## src/rtl/nvsram_pkg.sv

```systemverilog
package nvsram_pkg;

  typedef enum logic [2:0] {
    ST_OFF,
    ST_RCL,
    ST_STO,
    ST_PROG,
    ST_IDLE
  } seq_st_t;

  typedef enum logic [1:0] {
    NV_NONE,
    NV_RECALL,
    NV_STORE
  } nv_kind_t;

endpackage

```

## src/rtl/nvsram_mem.sv

```systemverilog
module nvsram_mem #(
  parameter int AW = 6,
  parameter int DW = 8
) (
  input  logic          clk,
  input  logic          we,
  input  logic [AW-1:0] waddr,
  input  logic [DW-1:0] wdata,
  input  logic [AW-1:0] raddr,
  output logic [DW-1:0] rdata
);
  localparam int DEPTH = 1 << AW;

  logic [DW-1:0] mem [DEPTH];

  // read-first simple dual port, maps to block RAM
  always_ff @(posedge clk) begin
    if (we) mem[waddr] <= wdata;
    rdata <= mem[raddr];
  end
endmodule

```

## src/rtl/nvsram_strobe_qual.sv

```systemverilog
module nvsram_strobe_qual
  import nvsram_pkg::*;
#(
  parameter int QUAL_CYC = 5
) (
  input  logic clk,
  input  logic rst,
  input  logic idle,
  input  logic ce_n,
  input  logic oe_n,
  input  logic we_n,
  input  logic ne_n,
  output logic rd_req,
  output logic wr_req,
  output logic go_recall,
  output logic go_store
);
  localparam int CW = $clog2(QUAL_CYC + 1);

  nv_kind_t       nv_pat;
  nv_kind_t       kind_q;
  logic [CW-1:0]  cnt_q;
  logic           hold_q;
  logic           go;

  always_comb begin
    rd_req = idle && !ce_n && !oe_n && we_n && ne_n;
    wr_req = idle && !ce_n && !we_n && ne_n;
    nv_pat = NV_NONE;
    if (!ce_n && !ne_n) begin
      if (!oe_n && we_n)      nv_pat = NV_RECALL;
      else if (oe_n && !we_n) nv_pat = NV_STORE;
    end
    go = idle && !hold_q && (nv_pat != NV_NONE) && (nv_pat == kind_q)
         && (cnt_q == CW'(QUAL_CYC - 1));
    go_recall = go && (nv_pat == NV_RECALL);
    go_store  = go && (nv_pat == NV_STORE);
  end

  // pattern must be seen on QUAL_CYC consecutive edges, and released after use
  always_ff @(posedge clk) begin
    if (rst || !idle) begin
      cnt_q  <= '0;
      kind_q <= NV_NONE;
      hold_q <= 1'b1;
    end else if (nv_pat == NV_NONE) begin
      cnt_q  <= '0;
      kind_q <= NV_NONE;
      hold_q <= 1'b0;
    end else if (!hold_q) begin
      if (go) begin
        hold_q <= 1'b1;
        cnt_q  <= '0;
      end else if (nv_pat == kind_q) begin
        cnt_q <= cnt_q + 1'b1;
      end else begin
        kind_q <= nv_pat;
        cnt_q  <= CW'(1);
      end
    end
  end
endmodule

```

## src/rtl/nvsram_seq.sv

```systemverilog
module nvsram_seq
  import nvsram_pkg::*;
#(
  parameter int AW       = 6,
  parameter int PROG_CYC = 200
) (
  input  logic          clk,
  input  logic          rst,
  input  logic          pwr_ok,
  input  logic          go_recall,
  input  logic          go_store,
  input  logic          user_wr,
  output seq_st_t       st_q,
  output logic          busy,
  output logic          arm_q,
  output logic          rcl_we,
  output logic          sto_we,
  output logic [AW-1:0] rd_idx,
  output logic [AW-1:0] wr_idx
);
  localparam int DEPTH = 1 << AW;
  localparam int TW    = $clog2(PROG_CYC + 1);

  seq_st_t       st_d;
  logic [AW:0]   idx_q;
  logic [TW-1:0] tmr_q;
  logic          copy_last;
  logic          prog_last;

  assign copy_last = (idx_q == (AW+1)'(DEPTH));
  assign prog_last = (tmr_q == TW'(PROG_CYC - 1));
  assign rd_idx    = idx_q[AW-1:0];
  assign wr_idx    = idx_q[AW-1:0] - 1'b1;
  assign rcl_we    = (st_q == ST_RCL) && (idx_q != '0);
  assign sto_we    = (st_q == ST_STO) && (idx_q != '0);

  always_comb begin
    st_d = st_q;
    unique case (st_q)
      ST_OFF:  st_d = ST_RCL;
      ST_RCL:  if (copy_last) st_d = ST_IDLE;
      ST_STO:  if (copy_last) st_d = ST_PROG;
      ST_PROG: if (prog_last) st_d = ST_IDLE;
      ST_IDLE: begin
        if (go_recall)              st_d = ST_RCL;
        else if (go_store && arm_q) st_d = ST_STO;
      end
      default: st_d = ST_OFF;
    endcase
    if (!pwr_ok) st_d = ST_OFF;
  end

  always_ff @(posedge clk) begin
    if (rst) begin
      st_q  <= ST_OFF;
      idx_q <= '0;
      tmr_q <= '0;
      busy  <= 1'b1;
    end else begin
      st_q <= st_d;
      busy <= (st_d != ST_IDLE);
      if (st_d != st_q)
        idx_q <= '0;
      else if (st_q == ST_RCL || st_q == ST_STO)
        idx_q <= idx_q + 1'b1;
      if (st_q != ST_PROG) tmr_q <= '0;
      else                 tmr_q <= tmr_q + 1'b1;
    end
  end

  // store guard
  always_ff @(posedge clk) begin
    if (rst || !pwr_ok)
      arm_q <= 1'b0;
    else if ((st_q == ST_RCL && copy_last) || (st_q == ST_PROG && prog_last))
      arm_q <= 1'b0;
    else if (user_wr)
      arm_q <= 1'b1;
  end
endmodule

```

## src/rtl/nvsram_ctrl.sv

```systemverilog
module nvsram_ctrl
  import nvsram_pkg::*;
#(
  parameter int AW       = 6,
  parameter int DW       = 8,
  parameter int QUAL_CYC = 5,
  parameter int PROG_CYC = 200
) (
  input  logic          clk,
  input  logic          rst,
  input  logic          pwr_ok,
  input  logic          ce_n,
  input  logic          oe_n,
  input  logic          we_n,
  input  logic          ne_n,
  input  logic [AW-1:0] addr,
  input  logic [DW-1:0] wdata,
  output logic [DW-1:0] rdata,
  output logic          dq_oe,
  output logic          busy
);
  seq_st_t       st_q;
  logic          arm_q;
  logic          idle;
  logic          rd_req, wr_req, go_recall, go_store;
  logic          rcl_we, sto_we;
  logic [AW-1:0] rd_idx, wr_idx;
  logic [DW-1:0] ram_q, sh_q;
  logic          ram_we;
  logic [AW-1:0] ram_waddr, ram_raddr;
  logic [DW-1:0] ram_wdata;

  assign idle = (st_q == ST_IDLE) && pwr_ok && !rst;

  nvsram_strobe_qual #(.QUAL_CYC(QUAL_CYC)) u_qual (
    .clk       (clk),
    .rst       (rst),
    .idle      (idle),
    .ce_n      (ce_n),
    .oe_n      (oe_n),
    .we_n      (we_n),
    .ne_n      (ne_n),
    .rd_req    (rd_req),
    .wr_req    (wr_req),
    .go_recall (go_recall),
    .go_store  (go_store)
  );

  nvsram_seq #(.AW(AW), .PROG_CYC(PROG_CYC)) u_seq (
    .clk       (clk),
    .rst       (rst),
    .pwr_ok    (pwr_ok),
    .go_recall (go_recall),
    .go_store  (go_store),
    .user_wr   (wr_req),
    .st_q      (st_q),
    .busy      (busy),
    .arm_q     (arm_q),
    .rcl_we    (rcl_we),
    .sto_we    (sto_we),
    .rd_idx    (rd_idx),
    .wr_idx    (wr_idx)
  );

  assign ram_we    = wr_req || rcl_we;
  assign ram_waddr = rcl_we ? wr_idx : addr;
  assign ram_wdata = rcl_we ? sh_q : wdata;
  assign ram_raddr = (st_q == ST_STO) ? rd_idx : addr;

  nvsram_mem #(.AW(AW), .DW(DW)) u_ram (
    .clk   (clk),
    .we    (ram_we),
    .waddr (ram_waddr),
    .wdata (ram_wdata),
    .raddr (ram_raddr),
    .rdata (ram_q)
  );

  nvsram_mem #(.AW(AW), .DW(DW)) u_shadow (
    .clk   (clk),
    .we    (sto_we),
    .waddr (wr_idx),
    .wdata (ram_q),
    .raddr (rd_idx),
    .rdata (sh_q)
  );

  assign rdata = ram_q;

  always_ff @(posedge clk) begin
    if (rst) dq_oe <= 1'b0;
    else     dq_oe <= rd_req;
  end
endmodule

```

## config.mk

```make
export PLATFORM = sky130hd
export DESIGN_NAME = nvsram_ctrl
export DESIGN_NICKNAME = d
export VERILOG_FILES = /design/src/rtl/nvsram_pkg.sv /design/src/rtl/nvsram_mem.sv /design/src/rtl/nvsram_strobe_qual.sv /design/src/rtl/nvsram_seq.sv /design/src/rtl/nvsram_ctrl.sv
export SDC_FILE = /design/constraint.sdc
export NUM_CORES = 1
export LEC_CHECK = 0
export ABC_AREA = 0
export BUFFER_PORTS_ARGS = -buffer_cell sky130_fd_sc_hd__clkbuf_2
export CAP_MARGIN = 20
export CORE_ASPECT_RATIO = 0.75
export CORE_MARGIN = 3
export CORE_UTILIZATION = 40
export DETAILED_ROUTE_END_ITERATION = 12
export PLACE_DENSITY = 0.6
export SKIP_LAST_GASP = 1
export SLEW_MARGIN = 20
export SYNTH_ARGS = -nofsm -noshare
export SYNTH_HDL_FRONTEND = slang
export SYNTH_SLANG_ARGS = --single-unit
```

## constraint.sdc

```tcl
create_clock -name clk -period 4.8 [get_ports clk]
set_input_delay 0.48 -clock clk [delete_from_list [all_inputs] [get_ports clk]]
set_output_delay 0.48 -clock clk [all_outputs]
set_load 0.02 [all_outputs]
```

Word level (Yosys, flattened, before mapping)
Memory sizes are Yosys's and may differ from the RTL's. A register that Yosys moved wholly into a read port is not among the register bits.
Index checks and enable logic that the tools add are counted.
{"block": "totals", "register_bits": 27, "ram_bits": 1024, "inputBits": 21, "output_inout_bits": 10, "word_cells": 97, "mem_count": 2}
{"block": "classes", "n_addsub": 4, "n_eq_ne": 13, "n_mux": 22, "bitwise": 3, "n_reduce_logical": 44}
{"name": "u_ram.mem", "depth": 64, "width": 8, "rd": 1, "rd_ports_with_merged_regs": 1, "wr": 1, "line_no": "nvsram_mem.sv:14", "rtl": "logic [DW-1:0] mem [DEPTH];"}
{"name": "u_shadow.mem", "depth": 64, "width": 8, "rd": 1, "rd_ports_with_merged_regs": 1, "wr": 1, "line_no": "nvsram_mem.sv:14"}
{"cell": "2-to-1 mux 3 bit", "count": 8}
{"cell": "logical AND 1 bit", "count": 22}
{"cell": "one-hot mux 3 bit (5 select lines)", "count": 1}
{"cell": "2-to-1 mux 6 bit", "count": 2}
{"cell": "adder 8 x 1 -> 8 bit, second input constant", "count": 1}
{"cell": "equality test 8 bit, second input constant", "count": 1}
{"cell": "logical NOT 1 bit", "count": 8}
{"cell": "2-to-1 mux 8 bit", "count": 1}
{"cell": "OR reduction 2 bit", "count": 4}
{"cell": "adder 7 x 1 -> 7 bit, second input constant", "count": 1}
{"cell": "equality test 7 bit, second input constant", "count": 1}
{"cell": "2-to-1 mux 1 bit", "count": 7}
{"cell": "nonzero test 7 bit", "count": 1}
{"cell": "equality test 3 x 2 -> 1 bit, second input constant", "count": 2}
{"cell": "equality test 3 bit, second input constant", "count": 2}
{"cell": "2-to-1 mux 2 bit", "count": 3}
{"cell": "subtractor 6 x 1 -> 6 bit, second input constant", "count": 1}
{"cell": "logical OR 1 bit", "count": 5}
{"cell": "adder 3 x 1 -> 3 bit, second input constant", "count": 1}
{"cell": "equality test 3 x 1 -> 1 bit, second input constant", "count": 1}
{"cell": "logical NOT 3 bit", "count": 1}
{"cell": "!= test 3 x 2 -> 1 bit, second input constant", "count": 1}
{"cell": "!= test 3 bit", "count": 1}
{"cell": "!= test 3 bit, second input constant", "count": 1}
{"cell": "other kinds (7)", "count": 9}

Logic depth before layout (Yosys ltp)
{"block": "logic_depth", "depth_word": 17, "depth_mapped": 14, "mapped_depth_nobuf": 8}

Modules after synthesis
Synthesis repeated with hierarchy kept, for this count alone.
{"block": "unflattened", "hier_cells": 2098, "hier_area_um2": 42245.5}
{"mod": "nvsram_mem", "n_inst": 2, "cells_per_inst": 940, "area_per_inst_um2": 20166.8, "seq_area_each_um2": 15534.9}
{"mod": "nvsram_seq", "n_inst": 1, "cells_per_inst": 141, "area_per_inst_um2": 1207.4, "seq_area_each_um2": 400.4}
{"mod": "nvsram_strobe_qual", "n_inst": 1, "cells_per_inst": 49, "area_per_inst_um2": 401.6, "seq_area_each_um2": 120.1}
{"mod": "nvsram_ctrl", "n_inst": 1, "cells_per_inst": 28, "area_per_inst_um2": 302.8, "seq_area_each_um2": 20.0}

Least setup slack after synthesis
Ideal clock, no wire load.
{"block": "synth_timing", "kind": "register to register", "from": "register u_seq.idx_q[0]", "to": "memory u_ram.mem[26][0], enable pin", "setup_time_ps": 370, "arrival_ps": 3074, "required_ps": 4430, "path_slack_ps": 1355, "stages_incl_launch_ff": 14, "n_path_buf": 5, "synth_period_minus_slack_ps": 3445, "path_cell_list": "dfxtp_1 > buf_2 > buf_6 > buf_4 > buf_2 > inv_1 > ha_1 > or4b_1 > o311ai_4 > buf_2 > nand3b_1 > o21ai_0 > nand2_1 > nor2_1"}
{"block": "synth_between", "elab_cells_between_ends": 7, "classes_between": "add/sub (1); mux (3); reduce/logical (3)"}
{"element": "start, declared", "line_no": "nvsram_seq.sv:25", "rtl": "logic [AW:0] idx_q;"}
{"element": "start signal, assigned", "line_no": "nvsram_seq.sv:65", "rtl": "idx_q <= idx_q + 1'b1;"}
{"element": "subtractor 6 x 1 -> 6 bit", "line_no": "nvsram_seq.sv:33", "rtl": "assign wr_idx = idx_q[AW-1:0] - 1'b1;"}
{"element": "net u_seq.wr_idx[0]", "line_no": "nvsram_seq.sv:19", "rtl": "output logic [AW-1:0] wr_idx"}
{"element": "2-to-1 mux 6 bit", "line_no": "nvsram_ctrl.sv:66", "rtl": "assign ram_waddr = rcl_we ? wr_idx : addr;"}
{"element": "end, declared", "line_no": "nvsram_mem.sv:14"}
The timed path passes the listed nets, and every way through them passes these cells.

Worst setup path in the final report
{"block": "layout_timing", "from": "register u_seq.st_q[1]", "to": "register u_ram.rdata[3], read port of u_ram.mem"}
{"block": "layout_between", "elab_chain_cells": 2}
{"element": "start, declared", "line_no": "nvsram_seq.sv:13", "rtl": "output seq_st_t st_q,"}
{"element": "start signal, assigned", "line_no": "nvsram_seq.sv:60", "rtl": "st_q <= st_d;"}
{"element": "equality test 3 x 2 -> 1 bit", "line_no": "nvsram_ctrl.sv:68", "rtl": "assign ram_raddr = (st_q == ST_STO) ? rd_idx : addr;"}
{"element": "2-to-1 mux 6 bit", "line_no": "nvsram_ctrl.sv:68"}
{"element": "end, declared", "line_no": "nvsram_mem.sv:10", "rtl": "output logic [DW-1:0] rdata"}
No other way between the ends.
A chain may end at the register's enable or synchronous reset.

==> results.tsv <==
metric	value	unit
fin_setup_tns	0	ps
initial_core_util	40.6	%
cap_violations	0	
cts_tree	built	
seq_area_frac_synth	73.5	%
rsz0062_at_grt	false	
setup_ws	592	ps
powerDensity	409	nW/um^2
syn_area_per_cell	17.2	sq um
cts_num_sinks	1067	
core-area	106000	sq um
register_area	31600	sq um
ys.flop_type	edfxtp_1	
cpMaxStageDelayCell	or3b_1	
overflow	0	
pre_cts_slack	686	ps
final.fill_count	9024	
syn2layout_area_growth	12.4	%
fmax	238	MHz
ys_warn_count	0	
synth_nets	2529	
grt_pass1_vias	23600	
place.gp.congestion	0.840	
cts_root_buffer	clkbuf_16	
cts_buffers	105	
cts_repair_resize_count	0	
grt_pass1_wl	164000	um
vias_per_cell	6.01	
slew_viol_final	0	
ys_seq_elements	1067	
final_layout_size_suffix_gt1_share	17.2	%
path_class	reg2reg	
cp_slowest_stage_delay	750	ps
drc_errors	0	
top_level_ports	31	
drtAntennaViolNets	0	
synth_top_area_share	71.5	%
cp-start-kind	flip-flop	
drtIter0Drc	3305	
critical_path_required	5310	ps
finalSetupViolCount	0	
netlist_area	43000	sq um
synth_area_leader_cell	edfxtp_1	
die_h	290	um
die_w	385	um
antenna_found_initial	12	
drt_wl_total	111000	um
cp_max_fo	82	
rows	103	
synth_async_sr_flop_share	0	%
cts_setup_buffers	0	
multi_input_area	10600	sq um
routedWlPerCell	27.6	um
yosys.cell_types.count	64	
leakagePower	14.5	nW
path_buf_inv	2	
min_path_type	in2reg	
final_nets	2556	
first_pass_iters	6	
crit_path_end_kind	flip-flop	
crit_chain	or3b_1 > mux2_4 > buf_12 > buf_4 > a221oi_1 > o21ai_0 > o2111ai_1 > nor4_1	
grt_max_degree	102	
synthCells	2502	
portBuffers	30	
vdd_drop_max	0.000270	V
crit_family	simple AND/OR/NAND/NOR gates	
synth_edf_count	1024	
ctsHoldBuffers	0	
worstMarginPinSlew	1010	ps
hold_viol	0	
reg2reg_slack	590	ps
timing.final.crit_share	87.7	%
dp_hpwl	69300	um
worstSkewPairLatency	710	ps
h-tree-depth	3	
fin_skew	61.2	ps
synth_area_leaders	edfxtp_1 (72%), mux4_2 (8.8%), a221oi_1 (4.0%)	
arrival	4710	ps
fin_crit	4210	ps
via_count	24300	
clk_path_buf_depth	3	
whs	95.6	ps
track_usage	19.8	%
outcome	completed	
relSlewSlack	32.5	%
clk_pin_slew	60	ps
dieArea	111000	sq um
-- final cells by class --
type                       instances  share of cell area (%)
antenna                            6                  0.0311
clock buffer                     131                    5.75
clock inverter                    66                    1.56
inverter                          17                   0.132
multi-input combinational       1251                    21.9
sequential                      1067                    65.5
tap                             1417                    3.67
timing repair buffer              87                    1.46
-- worst register-to-register path: stages, from the launching register on --
cell,delay [ps]
dfxtp_1,620
or3b_1,750
mux2_4,570
buf_12,380
buf_4,450
a221oi_1,110
o21ai_0,210
o2111ai_1,300
nor4_1,650
-- registers in the layout (all words and copies together), names as in the netlist --
signal,count
u_qual.cnt_q,3
u_shadow.mem,512
dq_oe,1
u_ram.mem,512
u_qual.kind_q,2
u_qual.hold_q,1
u_ram.rdata,8
u_seq.arm_q,1
u_seq.idx_q,7
u_shadow.rdata,8
u_seq.tmr_q,8
u_seq.busy,1
u_seq.st_q,3
-- synth_stat cells (all sizes together) (4+ instances only) --
cell	n
edfxtp	1024
nor2b	209
a221oi	195
nor2	180
mux4	168
o21ai	107
nand2	100
clkbuf	88
buf	79
a21oi	76
dfxtp	43
a22oi	32
o2111ai	32
inv	17
nor4	14
mux2	12
nand3	11
a31oi	9
mux2i	9
nand3b	9
xnor2	8
ha	6
xor2	6
and3	5
nand2b	5
o22ai	5
or2	5
o21a	4
-- power by group --
group / internal, mW / switching (mW) / total, mW
sequential: 10.4 / 0.102 / 10.5
combinational: 0.211 / 0.616 / 0.827
clock: 4.96 / 3.49 / 8.45
-- cells by family (layout without fill, tap and decap cells) --
| kind of cell | Yosys count | count (layout) | synth area share [%] |
|---|---|---|---|
| simple gates | 561 | 561 | 6.62 |
| fa+ha+maj | 6 | 6 | 0.175 |
| flops | 1067 | 1067 | 73.5 |
| other cells | 0 | 6 | 0 |
| buf+inv | 184 | 301 | 1.89 |
| mux | 189 | 189 | 9.33 |
| xor+xnor | 14 | 14 | 0.285 |
| compound gates | 481 | 481 | 8.16 |
-- routing by layer --
layer	wire length (um)	part of all wire (%)	GRT usage, %	vias to the layer above
met5	0	0	0	-
met1	49400	44	30.1	12700
met2	46600	42	27.0	1252
met3	13100	12	7.18	161
met4	2280	2.0	4.43	0
li1	-	-	-	10200
-- path summary, 6_finish.rpt --
path | endpoint | cells past startpoint | from
min reg2reg | u_seq.tmr_q[0] | 1 | u_seq.tmr_q[0]
max | u_ram.rdata[3] | 8 | u_seq.st_q[1]
min | dq_oe | 2 | ce_n
max reg2reg | u_ram.rdata[3] | 8 | u_seq.st_q[1]
-- metrics by stage --
| step | area (sq um) | power [mW] | utilization (%) | std cells |
|---|---|---|---|---|
| 3_5_place_dp | 44800 | 11.5 | 42.3 | 3839 |
| 2_1_floorplan | 43000 | 11.1 | - | 2502 |
| 6_report | 48300 | 19.8 | 45.6 | 4042 |
| 5_1_grt | 48300 | 20.3 | 45.6 | 4036 |
| 3_3_place_gp | 44800 | 11.5 | 42.3 | 3839 |
| 4_1_cts | 48300 | 19.9 | 45.6 | 4036 |
-- cells in the final DEF (no fill, tap or decap), drive strengths merged, types with 3 or more instances in the layout --
cell	netlist	routed
a21oi	76	76
a221oi	195	195
a22oi	32	32
a31oi	9	9
a41oi	3	3
and3	5	5
buf	79	57
bufinv	0	16
clkbuf	88	161
clkinv	0	43
dfxtp	43	43
diode	0	6
edfxtp	1024	1024
ha	6	6
inv	17	22
mux2	12	12
mux2i	9	9
mux4	168	168
nand2	100	100
nand2b	5	5
nand3	11	11
nand3b	9	9
nor2	180	180
nor2b	209	209
nor3	3	3
nor4	14	14
o2111ai	32	32
o21a	4	4
o21ai	107	107
o21bai	3	3
o22ai	5	5
or2	5	5
or3	3	3
or3b	3	3
xnor2	8	8
xor2	6	6
Note: power is estimated with default switching activity, not from simulation.
